`config.mk`:
```
export PLATFORM = sky130hd
export DESIGN_NAME = scl_gen
export DESIGN_NICKNAME = d
export VERILOG_FILES = /design/src/rtl/scl_gen_pkg.sv /design/src/rtl/scl_presc.sv /design/src/rtl/scl_phase.sv /design/src/rtl/scl_gen.sv
export SDC_FILE = /design/constraint.sdc
export NUM_CORES = 1
export LEC_CHECK = 0
export BUFFER_PORTS_ARGS = -buffer_cell sky130_fd_sc_hd__buf_4
export CAP_MARGIN = 20
export CORE_MARGIN = 2
export CORE_UTILIZATION = 32
export CTS_CLUSTER_DIAMETER = 200
export DETAILED_ROUTE_END_ITERATION = 10
export HOLD_SLACK_MARGIN = 0.02
export PLACE_DENSITY_LB_ADDON = 0.3
export SLEW_MARGIN = 0
export SYNTH_ARGS = -nofsm -noshare
export SYNTH_HDL_FRONTEND = slang
export SYNTH_HIERARCHICAL = 1
export SYNTH_SLANG_ARGS = --single-unit
export TNS_END_PERCENT = 30
```
`constraint.sdc`:
```
create_clock -name clk -period 6.4 [get_ports clk]
set_input_delay 0.32 -clock clk [delete_from_list [all_inputs] [get_ports clk]]
set_output_delay 0.32 -clock clk [all_outputs]
set_load 0.01 [all_outputs]
```
`src/rtl/scl_gen_pkg.sv`:
```
package scl_gen_pkg;

    // Fixed number of internal cycles added to every programmed field.
    localparam int PHASE_OFFSET = 6;

    // Defaults for the timing field and prescaler widths.
    localparam int DEF_FIELD_W = 8;
    localparam int DEF_PRESC_W = 8;

    typedef enum logic [1:0] {
        ST_IDLE = 2'd0,
        ST_LOW  = 2'd1,
        ST_HIGH = 2'd2
    } scl_state_e;

endpackage

```
`src/rtl/scl_presc.sv`:
```
module scl_presc #(
    parameter int PRESC_W = scl_gen_pkg::DEF_PRESC_W
) (
    input  logic               clk,
    input  logic               rst,
    input  logic               run,
    input  logic               load,
    input  logic [PRESC_W-1:0] presc_in,
    output logic               ick
);

    logic [PRESC_W-1:0] div_q;
    logic [PRESC_W-1:0] pcnt;

    assign ick = run && (pcnt == div_q);

    always_ff @(posedge clk) begin
        if (rst || !run) begin
            pcnt  <= '0;
            div_q <= presc_in;
        end else begin
            if (load) begin
                div_q <= presc_in;
            end
            if (pcnt == div_q) begin
                pcnt <= '0;
            end else begin
                pcnt <= pcnt + 1'b1;
            end
        end
    end

    AST_PRESC_BOUND: assert property (@(posedge clk) disable iff (rst)
        run |-> (pcnt <= div_q));

endmodule

```
`src/rtl/scl_phase.sv`:
```
module scl_phase
    import scl_gen_pkg::*;
#(
    parameter int FIELD_W = DEF_FIELD_W
) (
    input  logic                 clk,
    input  logic                 rst,
    input  logic                 en,
    input  logic                 hs_mode,
    input  logic                 hs_switch,
    input  logic                 ick,
    input  logic [2*FIELD_W-1:0] low_time,
    input  logic [2*FIELD_W-1:0] high_time,
    output logic                 scl,
    output logic                 tick,
    output logic                 run,
    output logic                 load
);

    localparam int DUR_W = FIELD_W + 1;

    scl_state_e       st;
    logic [DUR_W-1:0] cnt;
    logic [DUR_W-1:0] dur;
    logic             hs_sel;
    logic             pend;
    logic             pend_n;
    logic             hs_next_low;
    logic             at_end;

    function automatic logic [DUR_W-1:0] phase_len(
        input logic [2*FIELD_W-1:0] packed_reg,
        input logic                 use_hs
    );
        logic [FIELD_W-1:0] f;
        f = use_hs ? packed_reg[2*FIELD_W-1:FIELD_W] : packed_reg[FIELD_W-1:0];
        return DUR_W'(f) + DUR_W'(PHASE_OFFSET);
    endfunction

    assign run         = (st != ST_IDLE);
    assign at_end      = run && ick && (cnt == dur - 1'b1);
    assign load        = at_end;
    assign pend_n      = hs_mode && (pend || hs_switch);
    assign hs_next_low = hs_mode && (hs_sel || pend_n);

    always_ff @(posedge clk) begin
        if (rst) begin
            st     <= ST_IDLE;
            scl    <= 1'b1;
            tick   <= 1'b0;
            cnt    <= '0;
            dur    <= '0;
            hs_sel <= 1'b0;
            pend   <= 1'b0;
        end else if (!en) begin
            st     <= ST_IDLE;
            tick   <= run && !scl;
            scl    <= 1'b1;
            cnt    <= '0;
            hs_sel <= 1'b0;
            pend   <= 1'b0;
        end else begin
            tick <= 1'b0;
            pend <= pend_n;
            if (!hs_mode) begin
                hs_sel <= 1'b0;
            end
            unique case (st)
                ST_IDLE: begin
                    st   <= ST_LOW;
                    scl  <= 1'b0;
                    tick <= 1'b1;
                    cnt  <= '0;
                    dur  <= phase_len(low_time, 1'b0);
                end
                ST_LOW: begin
                    if (at_end) begin
                        st   <= ST_HIGH;
                        scl  <= 1'b1;
                        tick <= 1'b1;
                        cnt  <= '0;
                        dur  <= phase_len(high_time, hs_mode && hs_sel);
                    end else if (ick) begin
                        cnt <= cnt + 1'b1;
                    end
                end
                ST_HIGH: begin
                    if (at_end) begin
                        st     <= ST_LOW;
                        scl    <= 1'b0;
                        tick   <= 1'b1;
                        cnt    <= '0;
                        hs_sel <= hs_next_low;
                        pend   <= 1'b0;
                        dur    <= phase_len(low_time, hs_next_low);
                    end else if (ick) begin
                        cnt <= cnt + 1'b1;
                    end
                end
                default: st <= ST_IDLE;
            endcase
        end
    end

    AST_IDLE_HIGH: assert property (@(posedge clk) disable iff (rst)
        !en |=> (scl && (st == ST_IDLE)));

    AST_CNT_BOUND: assert property (@(posedge clk) disable iff (rst)
        run |-> (cnt < dur));

    AST_SWITCH_AT_FALL: assert property (@(posedge clk) disable iff (rst)
        $rose(hs_sel) |-> (!scl && $past(hs_mode)));

    AST_START_LOW: assert property (@(posedge clk) disable iff (rst)
        (en && (st == ST_IDLE)) |=> (!scl && tick));

endmodule

```
`src/rtl/scl_gen.sv`:
```
module scl_gen
    import scl_gen_pkg::*;
#(
    parameter int FIELD_W = DEF_FIELD_W,
    parameter int PRESC_W = DEF_PRESC_W
) (
    input  logic                 clk,
    input  logic                 rst,
    input  logic                 en,
    input  logic                 hs_mode,
    input  logic                 hs_switch,
    input  logic [PRESC_W-1:0]   presc,
    input  logic [2*FIELD_W-1:0] low_time,
    input  logic [2*FIELD_W-1:0] high_time,
    output logic                 scl,
    output logic                 edge_tick
);

    logic ick;
    logic run;
    logic load;

    scl_presc #(
        .PRESC_W (PRESC_W)
    ) i_presc (
        .clk      (clk),
        .rst      (rst),
        .run      (run),
        .load     (load),
        .presc_in (presc),
        .ick      (ick)
    );

    scl_phase #(
        .FIELD_W (FIELD_W)
    ) i_phase (
        .clk       (clk),
        .rst       (rst),
        .en        (en),
        .hs_mode   (hs_mode),
        .hs_switch (hs_switch),
        .ick       (ick),
        .low_time  (low_time),
        .high_time (high_time),
        .scl       (scl),
        .tick      (edge_tick),
        .run       (run),
        .load      (load)
    );

    AST_TICK_MEANS_EDGE: assert property (@(posedge clk) disable iff (rst)
        edge_tick |-> (scl != $past(scl)));

    AST_EDGE_MEANS_TICK: assert property (@(posedge clk) disable iff (rst)
        (scl != $past(scl)) |-> edge_tick);

endmodule

```
# After elaboration in Yosys (flattened, before gate mapping)
# Index checks and enable logic that the tools add are counted.
[totals]
regBits = 40
out_inout_bits = 2
[classes]
muxes = 24
n_reduce_logical = 24
eq_ne = 7
bitwise = 1
n_addsub = 6
[ops]
columns = ["op", "count"]
rows = [
  ["$mux 9", 4],
  ["$mux 8", 4],
  ["$add 8x3->9 const B", 3],
  ["$pmux 9 s3", 1],
  ["$pmux 9 s2", 1],
  ["$add 9x1->9 const B", 1],
  ["$eq 9x9->1", 1],
  ["$mux 1", 9],
  ["$sub 9x1->9 const B", 1],
  ["$add 8x1->8 const B", 1],
  ["$eq 8x8->1", 1],
  ["$logic_and 1x1->1", 7],
  ["$pmux 2 s3", 1],
  ["$reduce_bool 2->1", 3],
  ["$reduce_or 2->1", 3],
  ["$mux 2", 2],
  ["$ne 2x1->1 const B", 2],
  ["$reduce_and 2->1", 2],
  ["$reduce_and 4->1", 1],
  ["$logic_or 1x1->1", 3],
  ["$ne 3x1->1 const B", 1],
  ["$pmux 1 s3", 1],
  ["$reduce_and 3->1", 1],
  ["$reduce_bool 3->1", 1],
  ["other kinds (6)", 7],
]

# Depth between registers and ports, before layout
# Gate-level depths: netlist of the first run.
[logic_depth]
depth_word = 8
mapped_depth = 11

# Hierarchy
# The synthesis of the first run kept the hierarchy.
[by_module_without_submodules]
columns = ["module", "seq_area_each_um2", "area_per_inst_um2", "cells_each", "instances"]
rows = [
  ["scl_phase", 480.5, 1796.7, 213, 1],
  ["scl_presc", 400.4, 690.7, 55, 1],
]

# Worst setup path before layout of the first run
# Ideal clock, no wire load.
[synth_timing]
kind = "flip-flop to flip-flop"
start = "register i_presc.div_q[4]"
end = "register i_presc.div_q[0] (enable)"
n_path_buf = 1
stages_incl_launch_ff = 9
path_slack_ps = 3659
required_ps = 6071
synth_period_minus_slack_ps = 2741
t_arrival_ps = 2412
path_cell_list = "edfxtp_1 -> xor2_1 -> nor4_2 -> and3_1 -> and4_1 -> o211ai_1 -> a2111oi_2 -> buf_6 -> or2_1"
[synth_via]
elab_chain_cells = 5
[synth_lines]
columns = ["element", "line", "source"]
rows = [
  ["start, declared", "scl_presc.sv:12", "logic [PRESC_W-1:0] div_q;"],
  ["start signal, assigned", "scl_presc.sv:20", "div_q <= presc_in;"],
  ["start signal, assigned", "scl_presc.sv:23", "div_q <= presc_in;"],
  ["$eq 8x8->1", "scl_presc.sv:15", "assign ick = run && (pcnt == div_q);"],
  ["$logic_and 1x1->1", "scl_presc.sv:15", ""],
  ["named net ick", "scl_gen.sv:19", "logic ick;"],
  ["$logic_and 1x1->1 (2 in series)", "scl_phase.sv:41", "assign at_end = run && ick && (cnt == dur - 1'b1);"],
  ["named net load", "scl_gen.sv:21", "logic load;"],
  ["$reduce_bool 2->1 (no source line)", "n/a", ""],
]
# The timed path passes the listed nets, and every way through them passes these cells.
# A chain may end at the register's enable or synchronous reset.

# Worst setup path after layout of the first run
[layout_timing]
start = "register i_presc.pcnt[2]"
end = "register i_phase.dur[8]"
[layout_via]
elab_chain_cells = 6
word_cells_on_any_way = 7
cone_classes = "eq/ne (3); reduce/logical (4)"
[layout_lines]
columns = ["element", "line", "source"]
rows = [
  ["start, declared", "scl_presc.sv:13", "logic [PRESC_W-1:0] pcnt;"],
  ["start signal, assigned", "scl_presc.sv:28", "pcnt <= pcnt + 1'b1;"],
  ["$eq 8x8->1 *", "scl_presc.sv:15", ""],
  ["$logic_and 1x1->1 *", "scl_presc.sv:15", ""],
  ["named net ick", "scl_gen.sv:19", ""],
  ["$logic_and 1x1->1 * (2 in series)", "scl_phase.sv:41", ""],
  ["$ne 2x1->1 (no source line)", "n/a", ""],
  ["$reduce_and 4->1 (no source line) *", "n/a", ""],
  ["end signal, assigned", "scl_phase.sv:74", "dur <= phase_len(low_time, 1'b0);"],
  ["end signal, assigned", "scl_phase.sv:82", "dur <= phase_len(high_time, hs_mode && hs_sel);"],
  ["end signal, assigned", "scl_phase.sv:95", "dur <= phase_len(low_time, hs_next_low);"],
  ["end, declared", "scl_phase.sv:24", "logic [DUR_W-1:0] dur;"],
]
# Mark *: on every way through the listed nets, which the timed path passes. The rest lies on a longest branch.

==> results of run 1 <==
-- cell type report --
type | instances | area (sq um) | share of cell area, %
clock inverters | 3 | 42.5 | 1.40
inverters | 10 | 37.5 | 1.23
clock buffers | 5 | 68.8 | 2.26
well taps | 102 | 128 | 4.20
flip-flops and latches | 40 | 881 | 29.0
multi-input cells | 210 | 1520 | 50.1
repair buffers | 48 | 360 | 11.9
-- power groups by stage --
stage | Clock [uW] | Combinational [uW] | Sequential, uW
2_1_floorplan | 0 | 67.0 | 280
3_3_place_gp | 0 | 103 | 282
3_5_place_dp | 0 | 104 | 282
4_1_cts | 213 | 105 | 276
5_1_grt | 223 | 116 | 278
6_report | 205 | 104 | 276
-- worst max path at each step --
stage | startpoint | endpoint | slack [ps] | depth (start not counted)
5_1_grt | i_presc/pcnt[2] | i_phase/dur[8] | 3070 | 10
6_report | i_presc/pcnt[2] | i_phase/dur[8] | 3350 | 10
3_3_place_gp | i_presc/div_q[7] | i_presc/div_q[5] | 3450 | 8
2_1_floorplan | i_presc/div_q[4] | i_presc/div_q[0] | 3660 | 8
3_5_place_dp | i_presc/pcnt[2] | i_presc/div_q[5] | 3380 | 8
4_1_cts | i_presc/pcnt[2] | i_phase/dur[8] | 3350 | 10
-- logic make-up after synthesis --
family                     synth area share [%]
buffers and inverters                      3.37
muxes                                      5.18
and+or+nand+nor                            21.1
adders and majority gates                  4.53
AOI/OAI and AO/OA                          20.5
xor gates and xnor gates                   9.86
DFF                                        35.4
-- state kept, by name, summed over array words and instances (netlist names) --
signal and count:
i_phase/cnt 9, i_phase/pend 1, i_presc/pcnt 8, i_phase/tick 1, i_phase/st 2, i_presc/div_q 8, i_phase/scl 1, i_phase/dur 9
i_phase/hs_sel 1
-- critical path: cells and delay by family, from the launching register on --
family | cells | cell delay (ps)
AO/OA/AOI/OAI | 3 | 350
XOR/XNOR | 1 | 190
buffers and inverters | 1 | 200
flip-flops | 1 | 370
AND/OR/NAND/NOR | 5 | 1860
-- metrics by stage --
stage               total power (uW)  hold slack, ps  instances  worst slack [ps]
floorplan                        347             419        268              3660
global placement                 385             473        410              3450
detailed placement               387             485        410              3380
CTS                              594             186        418              3350
global route                     617             177        418              3070
finish                           585             197        418              3350
-- per-layer routing --
layer / wire length [microns] / share of wire, % / vias to the layer above / track usage [%]
met1: 2840 / 50 / 1035 / 20.0
met4: 40 / 0.70 / 0 / 3.36
li1: - / - / 1091 / -
met3: 131 / 2.3 / 4 / 2.47
met5: 0 / 0 / - / 0
met2: 2680 / 47 / 31 / 23.1
-- synth_stat cells (all sizes together), types with 3 or more instances --
| cell type | n |
|---|---|
| xnor2 | 9 |
| nand2 | 16 |
| or3 | 4 |
| mux2 | 7 |
| or4 | 3 |
| and2 | 4 |
| nor3 | 7 |
| edfxtp | 8 |
| a31oi | 3 |
| a21oi | 14 |
| nand2b | 4 |
| ha | 9 |
| mux2i | 5 |
| o21ai | 12 |
| buf | 4 |
| or2 | 3 |
| nor2 | 19 |
| dfxtp | 32 |
| and3 | 11 |
| a221o | 7 |
| clkbuf | 4 |
| a221oi | 5 |
| inv | 10 |
| nand3 | 9 |
| a211oi | 6 |
| nand3b | 3 |
| xor2 | 19 |
==> out/metrics.yaml, run 1 <==
die_area_sq_mm: 0.00849
cp.arrival_ps: 3270
dr.pass1.iters: 4
combPwrFrac_pct: 17.8
syn_nets: 322
whs_endpoint: "i_presc/div_q[4]"
clk_latency_ps: 290
drtIter0Drc: 117
h-tree-depth: 2
netlist_instances: 268
reg2reg_slack_ps: 3350
critPathMaxFanout: 14
setup.worst_path.start_class: "register"
wl_per_cell_microns: 13.6
overflow: 0
final_common_cell: "buf_4"
synth-edff-count: 8
grt_pass1_vias: 2108
min_from: "presc[4]"
max_slew_margin_pct: 48.3
ir_drop_v: 0.000126
clock_path_buffers: 2
period_needed_ps: 3050
dpl.hpwl_microns: 4410
syn-cell-area_sq_mm: 0.00249
status: "completed"
critPathKind: "reg -> reg"
cp.required_ps: 6620
antenna_found_initial: 0
swShare_pct: 25.4
hold_depth: 1
postCtsSetupBuffers: 0
fmax_ghz: 0.328
final_cell_mix: "48 x buf_4, 32 x dfxtp_1, 19 x xor2_1, 19 x nor2_1, 15 x nand2_1"
path_clk_slew_ps: 90
p_int_uw: 437
setup_viol: 0
rsz0062_at_grt: "no"
powerDensity_mw_per_mm2: 193
slowest_delay_ps: 690
p_clk_share_pct: 35.0
nFillCells: 763
vias: 2161
holdBufCountCts: 0
placed_area_sq_mm: 0.00293
coreArea_sq_mm: 0.00765
synth_seq_cells: 40
end_kind: "register"
routabilityCongestion: 0.772
hold_class: "in -> reg"
final_area_sq_mm: 0.00304
fp.dieH_microns: 92.2
pwr-share-seq_pct: 47.2
r2r_cells: 10
yosysUniqueCellTypes: 62
synth.avg_cell_area_sq_um: 9.28
cts.sinks: 40
power_switching_uw: 149
wl_microns: 5680
num_rows: 32
synthFlopType: "dfxtp_1"
io_buffer_count: 46
initial_utilization_pct: 32.5
synth-seq-area-share_pct: 35.4
antenna_cells: 0
worst_pin_slew_ps: 768
p_leak_uw: 0.00124
nets: 369
viasPerCell: 5.17
drc: 0
io_pins: 47
async_reset_ff_share_pct: 0
track_usage_pct: 14.3
fin_util_pct: 39.8
timing.final.crit_share_pct: 47.6
grt_pass1_wl_microns: 9980
root_buffer: "clkbuf_8"
r2r_end: "i_phase/dur[8]"
synth_top_area_share_pct: 25.8
finalClockSkew_ps: 10.8
yosysTopAreaCell: "dfxtp_1"
cpMaxStageDelayCell: "nor4_2"
path_cells: "xor2_1, nor4_2, and3_1, and4_1, o211ai_1, nor3_1, a32oi_1, buf_4, or4_1, a21oi_1"
synth_warnings: 6
drive_above_1_share_pct: 25.3
regToRegStartpoint: "i_presc/pcnt[2]"
cts_made_buffers: 5
synthTopCellsByArea: "dfxtp_1 26%, edfxtp_1 9.7%, xor2_1 6.7%"
antenna_left: 0
finalSetupTns_ps: 0
grt_max_degree: 15
die_x_microns: 92.2
cts_tree: "yes"
postCtsResizedCells: 0
area_delta_synth_final_pct: 22.2
hold_viol: 0
maxCapViolCount: 0
finalMaxSlewViolations: 0
(Power assumes the default switching activity.)
==> inputs of run 2 (changes only) <==
clock period = 2.85 ns   (was 6.4 ns; I/O delays follow)
==> out/metrics.yaml, run 2 (synthesis gave the netlist of run 1 again) <==
io_pins: 47  # unchanged
grt_max_degree: 15  # unchanged
io_buffer_count: 46  # unchanged
status: "completed"  # unchanged
overflow: 0  # unchanged
place_ws_ps: 240  # was 3380 ps
viasPerCell: 5.05  # was 5.17
drc: 0  # unchanged
p_leak_uw: 0.00130  # was 0.00124 uW
root_buffer: "clkbuf_8"  # unchanged
crit_buf_inv: 1  # unchanged
timing.final.crit_share_pct: 90.8  # was 47.6%
hold_viol: 0  # unchanged
setup_viol: 0  # unchanged
dpl.hpwl_microns: 4500  # was 4410 microns
worst_slack_ps: 261  # was 3350 ps
end_kind: "register"  # unchanged
finalClockSkew_ps: 7.35  # was 10.8 ps
powerDensity_mw_per_mm2: 427  # was 193 mW/mm^2
cts.sinks: 40  # unchanged
worst_pin_slew_ps: 658  # was 768 ps
postCtsSetupBuffers: 0  # unchanged
die_area_sq_mm: 0.00849  # unchanged
die_x_microns: 92.2  # unchanged
wl_per_cell_microns: 13.6  # about the same
vias: 2175  # was 2161
p_clk_share_pct: 35.6  # was 35.0%
swShare_pct: 26.2  # was 25.4%
slowest_delay_ps: 370  # was 690 ps
setup.worst_path.start_class: "register"  # unchanged
hold_class: "in -> reg"  # unchanged
cts_made_buffers: 5  # unchanged
num_rows: 32  # unchanged
path_cells: "xor2_1, nor4_2, and3_1, and4_1, o211ai_1, a2111oi_2, buf_4, or2_1"  # was xor2_1, nor4_2, and3_1, and4_1, o211ai_1, nor3_1, a32oi_1, buf_4, or4_1, a21oi_1
reg_top3: "i_phase/cnt (9), i_phase/dur (9)"  # unchanged
rsz0062_at_grt: "no"  # unchanged
clock_path_buffers: 2  # unchanged
ir_drop_v: 0.000368  # was 0.000126 V
h-tree-depth: 2  # unchanged
drive_above_1_share_pct: 26.1  # was 25.3%
pwr-share-seq_pct: 46.0  # was 47.2%
antenna_left: 0  # unchanged
fin_util_pct: 41.3  # was 39.8%
coreArea_sq_mm: 0.00765  # unchanged
maxCapViolCount: 0  # unchanged
clk_latency_ps: 300  # was 290 ps
cpMaxStageDelayCell: "dfxtp_1"  # was nor4_2
antenna_found_initial: 0  # unchanged
power_switching_uw: 354  # was 149 uW
grt_pass1_vias: 2178  # was 2108
final_cell_mix: "53 x buf_4, 32 x dfxtp_1, 19 x xor2_1, 19 x nor2_1, 15 x nand2_1"  # was 48 x buf_4, 32 x dfxtp_1, 19 x xor2_1, 19 x nor2_1, 15 x nand2_1
drtIter0Drc: 133  # was 117
cts_tree: "yes"  # unchanged
fmax_ghz: 0.386  # was 0.328 GHz
dr.pass1.iters: 4  # unchanged
period_needed_ps: 2590  # was 3050 ps
combPwrFrac_pct: 18.4  # was 17.8%
routabilityCongestion: 0.815  # was 0.772
finalMaxSlewViolations: 0  # unchanged
cp.arrival_ps: 2570  # was 3270 ps
area_delta_synth_final_pct: 27.1  # was 22.2%
grt_pass1_wl_microns: 10300  # was 9980 microns
nets: 382  # was 369
antenna_cells: 0  # unchanged
critPathMaxFanout: 12  # was 14
initial_utilization_pct: 32.5  # unchanged
max_slew_margin_pct: 56.1  # was 48.3%
path_delay_family: "simple AND/OR/NAND/NOR gates"  # unchanged
wl_microns: 5850  # was 5680 microns
fp.dieH_microns: 92.2  # unchanged
track_usage_pct: 15.0  # was 14.3%
path_clk_slew_ps: 80  # was 90 ps
critPathKind: "reg -> reg"  # unchanged
p_int_uw: 996  # was 437 uW
final_common_cell: "buf_4"  # unchanged
finalSetupTns_ps: 0  # unchanged
cp.required_ps: 2830  # was 6620 ps
==> run 2: cell types whose count changed in the layout (fill, tap and decap cells not counted) <==
cell	before	now
dlygate4sd3_1	0	8
buf_4	48	53
clkinv_1	1	0
clkinv_4	1	0
clkinvlp_4	0	1
inv_6	0	1
==> run 2: timing repair <==
action                     in CTS  in global routing
gates resized for setup         0                  0
hold endpoints to repair        8                  0
setup endpoints to repair       0                  0
hold buffers                    8                  0
==> run 2: final cells by class <==
cell class | count | area, sq um
clock buffers | 5 | 68.8
flip-flops and latches | 40 | 881
inverters | 10 | 37.5
clock inverters | 3 | 46.3
fillers | 756 | 4490
well taps | 102 | 128
multi-input cells | 210 | 1520
repair buffers | 61 | 478
==> run 2: power by group through the flow <==
stage               registers, uW  logic [uW]  clock network [uW]
floorplan                     629         150                   0
global placement              634         239                   0
detailed placement            634         238                   0
CTS                           621         248                 497
global route                  625         278                 521
finish                        620         249                 480
==> run 2: per-layer routing <==
layer  track usage (%)  vias up  routed length [microns]
met3              2.88        4                      210
met2              23.5       40                     2590
met1              20.4     1011                     2970
li1                  -     1120                        -
met4              5.85        0                       79
met5                 0        -                        0
==> run 2: final timing paths <==
path / from / end / slack [ps] / cells after the start
max: i_presc/pcnt[2] / i_presc/div_q[1] / 260 / 8
min: rst / i_phase/dur[7] / 100 / 2
max reg2reg: i_presc/pcnt[2] / i_presc/div_q[1] / 260 / 8
min reg2reg: i_phase/dur[8] / i_phase/dur[8] / 480 / 2
==> run 2: stage by stage <==
step	area, sq um	instances	hold slack (ps)	power [uW]
after floorplan	2490	268	241	780
after global placement	2970	415	321	873
after detailed placement	2970	415	322	872
after CTS	3160	431	92.0	1370
after global routing	3160	431	106	1420
final	3160	431	102	1350
